## config.mk

```make
export PLATFORM = sky130hd
export DESIGN_NAME = addsub_ovf
export DESIGN_NICKNAME = d
export VERILOG_FILES = /design/src/rtl/addsub_pkg.sv /design/src/rtl/fa_cell.sv /design/src/rtl/operand_prep.sv /design/src/rtl/ripple_chain.sv /design/src/rtl/sign_widen.sv /design/src/rtl/addsub_ovf.sv
export SDC_FILE = /design/constraint.sdc
export NUM_CORES = 1
export LEC_CHECK = 0
export ABC_CLOCK_PERIOD_IN_PS = 4990
export BUFFER_PORTS_ARGS = -buffer_cell sky130_fd_sc_hd__buf_2
export CORE_AREA = 2 2 39 41
export DETAILED_ROUTE_END_ITERATION = 10
export DIE_AREA = 0 0 41 43
export PLACE_DENSITY = 0.67
export SYNTH_ARGS = -nofsm -noshare
export SYNTH_HDL_FRONTEND = slang
export SYNTH_HIERARCHICAL = 1
export SYNTH_SLANG_ARGS = --single-unit
```

## constraint.sdc

```tcl
create_clock -name vclk -period 4.99
set_clock_uncertainty 0.05 [all_clocks]
set_input_delay 0 -clock vclk [all_inputs]
set_output_delay 0 -clock vclk [all_outputs]
set_load 0.01 [all_outputs]
```

## src/rtl/addsub_pkg.sv

```systemverilog
package addsub_pkg;

    typedef enum logic {
        OP_ADD = 1'b0,
        OP_SUB = 1'b1
    } op_mode_e;

endpackage

```

## src/rtl/fa_cell.sv

```systemverilog
module fa_cell (
    input  logic bit_a,
    input  logic bit_b,
    input  logic carry_in,
    output logic sum_bit,
    output logic carry_next
);

    always_comb begin
        sum_bit    = bit_a ^ bit_b ^ carry_in;
        carry_next = (bit_a & bit_b) | (bit_a & carry_in) | (bit_b & carry_in);
    end

endmodule

```

## src/rtl/operand_prep.sv

```systemverilog
module operand_prep
    import addsub_pkg::*;
#(
    parameter int WIDTH = 8
) (
    input  logic [WIDTH-1:0] raw_b,
    input  op_mode_e         mode,
    output logic [WIDTH-1:0] chain_b,
    output logic             chain_cin
);

    always_comb begin
        unique case (mode)
            OP_ADD: begin
                chain_b   = raw_b;
                chain_cin = 1'b0;
            end
            OP_SUB: begin
                chain_b   = ~raw_b;
                chain_cin = 1'b1;
            end
            default: begin
                chain_b   = raw_b;
                chain_cin = 1'b0;
            end
        endcase
    end

endmodule

```

## src/rtl/ripple_chain.sv

```systemverilog
module ripple_chain #(
    parameter int WIDTH = 8
) (
    input  logic [WIDTH-1:0] in_a,
    input  logic [WIDTH-1:0] in_b,
    input  logic             cin,
    output logic [WIDTH-1:0] sum,
    output logic [WIDTH:0]   carries
);

    assign carries[0] = cin;

    for (genvar g = 0; g < WIDTH; g++) begin : g_cell
        fa_cell u_cell (
            .bit_a      (in_a[g]),
            .bit_b      (in_b[g]),
            .carry_in   (carries[g]),
            .sum_bit    (sum[g]),
            .carry_next (carries[g+1])
        );
    end

    // the rippled cells agree with a whole-word addition
    always_comb begin
        chain_sum_chk: assert ({carries[WIDTH], sum} ==
                ({1'b0, in_a} + {1'b0, in_b} + {{WIDTH{1'b0}}, cin}));
    end

endmodule

```

## src/rtl/sign_widen.sv

```systemverilog
module sign_widen #(
    parameter int IN_W  = 8,
    parameter int OUT_W = 16
) (
    input  logic [IN_W-1:0]  narrow,
    output logic [OUT_W-1:0] wide
);

    localparam int PAD_W = OUT_W - IN_W;

    if (PAD_W > 0) begin : g_pad
        assign wide = {{PAD_W{narrow[IN_W-1]}}, narrow};
    end else begin : g_same
        assign wide = narrow[OUT_W-1:0];
    end

endmodule

```

## src/rtl/addsub_ovf.sv

```systemverilog
module addsub_ovf
    import addsub_pkg::*;
#(
    parameter int WIDTH = 8
) (
    input  logic [WIDTH-1:0]   op_a,
    input  logic [WIDTH-1:0]   op_b,
    input  logic               sub_mode,
    output logic [WIDTH-1:0]   result,
    output logic               carry_out,
    output logic               overflow,
    output logic [2*WIDTH-1:0] result_wide
);

    localparam int MSB    = WIDTH - 1;
    localparam int WIDE_W = 2 * WIDTH;

    op_mode_e         mode;
    logic [WIDTH-1:0] b_eff;
    logic             cin_eff;
    logic [WIDTH:0]   carry_vec;

    assign mode = op_mode_e'(sub_mode);

    operand_prep #(.WIDTH(WIDTH)) u_prep (
        .raw_b     (op_b),
        .mode      (mode),
        .chain_b   (b_eff),
        .chain_cin (cin_eff)
    );

    ripple_chain #(.WIDTH(WIDTH)) u_chain (
        .in_a    (op_a),
        .in_b    (b_eff),
        .cin     (cin_eff),
        .sum     (result),
        .carries (carry_vec)
    );

    assign carry_out = carry_vec[WIDTH];
    assign overflow  = carry_vec[MSB] ^ carry_vec[WIDTH];

    sign_widen #(.IN_W(WIDTH), .OUT_W(WIDE_W)) u_widen (
        .narrow (result),
        .wide   (result_wide)
    );

    always_comb begin

        mixed_sign_no_ovf_chk: assert (!(!sub_mode && (op_a[MSB] != op_b[MSB]) && overflow));

        ovf_sign_flip_chk: assert (!overflow || (result[MSB] != op_a[MSB]));

        sub_zero_carry_chk: assert (!(sub_mode && (op_b == '0)) || carry_out);

        widen_low_chk: assert (result_wide[WIDTH-1:0] == result);
    end

endmodule

```

==> results of run 1 <==
report_power, final:
group	internal [mW]	switching, mW
Combinational	0.0606	0.0744
Sequential	0	0
Clock	0	0
Total	0.0606	0.0744
worst max-delay path by stage:
stage	from	end	slack [ns]	cells after the start
floorplan	sub_mode	result_wide[10]	1.06	11
global placement	sub_mode	result_wide[15]	0.98	11
detailed placement	sub_mode	result_wide[12]	0.92	11
CTS	sub_mode	result_wide[12]	0.93	11
global route	sub_mode	result_wide[12]	0.77	11
finish	sub_mode	result_wide[12]	0.97	11
per-stage QoR:
step | utilization | instances | hold slack (ns)
3_5_place_dp | 0.343 | 76 | 0.338
6_report | 0.343 | 76 | 0.338
5_1_grt | 0.343 | 76 | 0.366
2_1_floorplan | - | 35 | 0.162
4_1_cts | 0.343 | 76 | 0.341
3_3_place_gp | 0.343 | 76 | 0.333
area by class of cell:
| type | count | area share |
|---|---|---|
| multi-input combinational | 17 | 0.504 |
| tap | 16 | 0.0422 |
| timing repair buffer | 43 | 0.454 |
cell usage in the layout (no fill, tap or decap):
cell type  count
xor2_1         9
fa_1           8
buf_2         43
worst max-delay path: cells and delay by family:
kind,cells,cell delay (ns)
xor gates and xnor gates,1,0.20
adders and majority gates,8,3.41
buffers and inverters,2,0.36
layer usage:
metal / share of wire / up-vias / track usage / wire length (um)
met4: 0 / 0 / 0 / 0
li1: - / 137 / - / -
met2: 0.56 / 23 / 0.134 / 337
met5: 0 / - / 0 / 0
met3: 0.14 / 0 / 0 / 84
met1: 0.30 / 126 / 0.0724 / 183
==> run summary, run 1 <==
Fill cells - 153
routed len/inst - 7.96 um
Max IR drop VDD - 0.101 mV
vias in the first global route - 245
nets - 87
crit share post-route - 0.805
drt first pass iters - 1
Hold Vio Cnt, Final - 0
Total GRT Usage - 0.0657
DRT iter0 DRCs - 0
Row Count - 14
die extent in x - 41 um
Worst Slack Setup Final - 0.971 ns
antenna viol nets, final - 0
relative slew slack - 0.837
antenna fix cells - 0
Syn-to-layout area delta - 25.5%
I/O Pins - 43
fraction of layout cells with a size suffix above 1 - 0.717
Pins Over Slew Limit - 0
Post-DP Area - 474 um2
status - finished clean
cell area after layout - 474 um2
Initial Util - 0.273
flip-flop and latch area - 0 um2
Hold-fix buffers, CTS - 0
Placer Congestion - 0.641
RSZ-0062 raised after global routing - false
final WL - 605 um
Setup TNS Final - 0 ns
final setup fails - 0
Synth Cell Area - 378 um2
Crit Path Max Fanout - 10
Yosys Warn Count - 6
fmax - 249 MHz
footprint of the multi-input gates - 239 um2
drc violations - 0
initial antenna violation count - 0
Cells on Worst Hold Path - 3
CP arrival - 3.97 ns
worst hold path type - in2out
CP max stage cell - fa_1
Remaining Overflow, GRT - 0
syn_area_per_cell - 10.8 um2
Post-CTS Setup Bufs - 0
PnR Total Power - 0.135 mW
die area - 1760 um2
Hold Crit Endpoint - result[0]
post-CTS sizing - 0
syn nets - 60
hold wc startpoint - op_a[0]
worst slack, placed - 0.919 ns
CP Class - in2out
fin crit period - 4.02 ns
CP endpoint kind - primary output
Tightest Pin Transition - 0.245 ns
Max Cap Viol - 0
Power per Cell Area - 285 nW/um2
Worst Setup Start Kind - primary input
detailed-route via count - 286
leakage power - 0.266 nW
first-pass GRT wire length - 876 um
DIE HEIGHT - 43 um
Syn Inst Count - 35
critical path's most frequent cell - fa_1
worst path cell trace - buf_2 > xor2_1 > fa_1 > fa_1 > fa_1 > fa_1 > fa_1 > fa_1 > fa_1 > fa_1 > buf_2
clock buffer count - 0
Largest stage delay, worst path - 0.63 ns
drt via density - 3.76
Core Box Area - 1380 um2
largest net degree at the start of global routing - 11
Crit path required time - 4.94 ns
I/O Buffers - 43
FFs & Latches - 0
(Power assumes the default switching activity.)
==> run 2, diff against run 1 <==
- ABC_CLOCK_PERIOD_IN_PS: 4990 -> 3860
- clock period: 4.99 -> 3.86 ns (I/O delays scaled with it)
==> run summary, run 2 (same netlist as run 1, synthesis figures left out) <==
status - finished clean
first-pass GRT wire length - 993 um (+13%)
Core Box Area - 1380 um2 (unchanged)
initial antenna violation count - 0 (unchanged)
fmax - 268 MHz
DIE HEIGHT - 43 um (unchanged)
Max IR drop VDD - 0.114 mV (+13%)
Power per Cell Area - 367 nW/um2 (+29%)
Post-Layout Cell Count - 77 (+1.3%)
Max Cap Viol - 0 (unchanged)
leakage power - 0.266 nW (about the same)
largest net degree at the start of global routing - 11 (unchanged)
drt first pass iters - 1 (unchanged)
post-CTS sizing - 0 (unchanged)
combinational share of power - 1.000 (about the same)
detailed-route via count - 306 (+7.0%)
commonest non-fill, non-tap cells in the layout - 43 x buf_2, 9 x xor2_1, 6 x fa_2
Pins Over Slew Limit - 0 (unchanged)
Internal - 0.0832 mW (+37%)
Worst Setup Start Kind - primary input
Total GRT Usage - 0.0756 (+0.00988)
Crit path required time - 3.81 ns (-1.13 ns)
Post-CTS Setup Bufs - 0 (unchanged)
Row Count - 14 (unchanged)
fin crit period - 3.72 ns
routed len/inst - 8.78 um (+10%)
Remaining Overflow, GRT - 0 (unchanged)
vias in the first global route - 271 (+11%)
Syn-to-layout area delta - 31.5%
antenna viol nets, final - 0 (unchanged)
final setup fails - 0 (unchanged)
fraction of layout cells with a size suffix above 1 - 0.820 (+0.103)
die extent in x - 41 um (unchanged)
Placer Congestion - 0.649 (+1.3%)
final WL - 676 um (+12%)
Hold-fix buffers, CTS - 0 (unchanged)
CP Class - in2out
nets - 88 (+1.1%)
crit share post-route - 0.965
switching part of the total power - 0.544 (-0.00756)
Post-DP Area - 497 um2 (+4.7%)
RSZ-0062 raised after global routing - false
clock buffer count - 0 (unchanged)
CP arrival - 3.67 ns (-0.30 ns)
Placed Cells - 77 (+1.3%)
P_sw - 0.0991 mW (+33%)
Initial Util - 0.273 (unchanged)
Tightest Pin Transition - 0.223 ns (-0.0219 ns)
Setup TNS Final - 0 ns (unchanged)
I/O Pins - 43 (unchanged)
cell area after layout - 497 um2 (+4.7%)
worst hold path type - in2out
FFs & Latches - 0 (unchanged)
Clock power frac - 0 (unchanged)
most common cell after layout, fill and taps aside - buf_2
post-layout util - 0.359 (+0.0163)
drt via density - 3.97 (+5.6%)
Crit Path Max Fanout - 10 (unchanged)
I/O Buffers - 43 (unchanged)
flip-flop and latch area - 0 um2 (unchanged)
DRT iter0 DRCs - 0 (unchanged)
relative slew slack - 0.851 (+0.0141)
antenna fix cells - 0 (unchanged)
die area - 1760 um2 (unchanged)
CP endpoint kind - primary output
drc violations - 0 (unchanged)
sequential share of power - 0 (unchanged)
Hold Vio Cnt, Final - 0 (unchanged)
-- run 2: cell count changes in the layout (fill, tap and decap cells not counted), sizes merged --
cell,before,now
buf,43,44
-- run 2: worst paths after layout --
check                   endpoint  cells past startpoint  startpoint  slack [ns]
setup / recovery  result_wide[8]                     11    sub_mode        0.14
hold / removal         result[1]                      3     op_a[1]        0.33
-- run 2: critical path, stage by stage --
cell and delay [ns]:
buf_2 0.11, xor2_1 0.17, fa_1 0.41, fa_1 0.39, fa_2 0.36, fa_2 0.35
fa_2 0.34, fa_2 0.36, fa_2 0.42, fa_2 0.61, buf_2 0.16
-- run 2: power by group through the flow --
stage / clock network [mW] / logic (mW) / registers, mW
finish: 0 / 0.182 / 0
global route: 0 / 0.207 / 0
CTS: 0 / 0.187 / 0
detailed placement: 0 / 0.187 / 0
global placement: 0 / 0.182 / 0
floorplan: 0 / 0.198 / 0
-- run 2: routing by layer --
layer | part of all wire | wire length [um] | global-route usage | up-vias
met5 | 0 | 0 | 0 | -
met4 | 0 | 0 | 0 | 0
met3 | 0.13 | 88 | 0.00524 | 0
met2 | 0.53 | 361 | 0.144 | 26
met1 | 0.33 | 226 | 0.0912 | 140
li1 | - | - | - | 140
-- run 2: cell type report --
cell class	instances	area (um2)
fill	145	887
tap	16	20.0
multi-input combinational	17	254
timing repair buffer	44	223
-- run 2: per-stage QoR --
| stage | setup slack, ns | total power [mW] | hold slack, ns |
|---|---|---|---|
| after CTS | 0.0442 | 0.187 | 0.338 |
| after detailed placement | 0.0434 | 0.187 | 0.335 |
| after global routing | 0.0118 | 0.207 | 0.379 |
| after global placement | 0.0834 | 0.182 | 0.333 |
| final | 0.135 | 0.182 | 0.332 |
| after floorplan | 0.0258 | 0.198 | 0.161 |
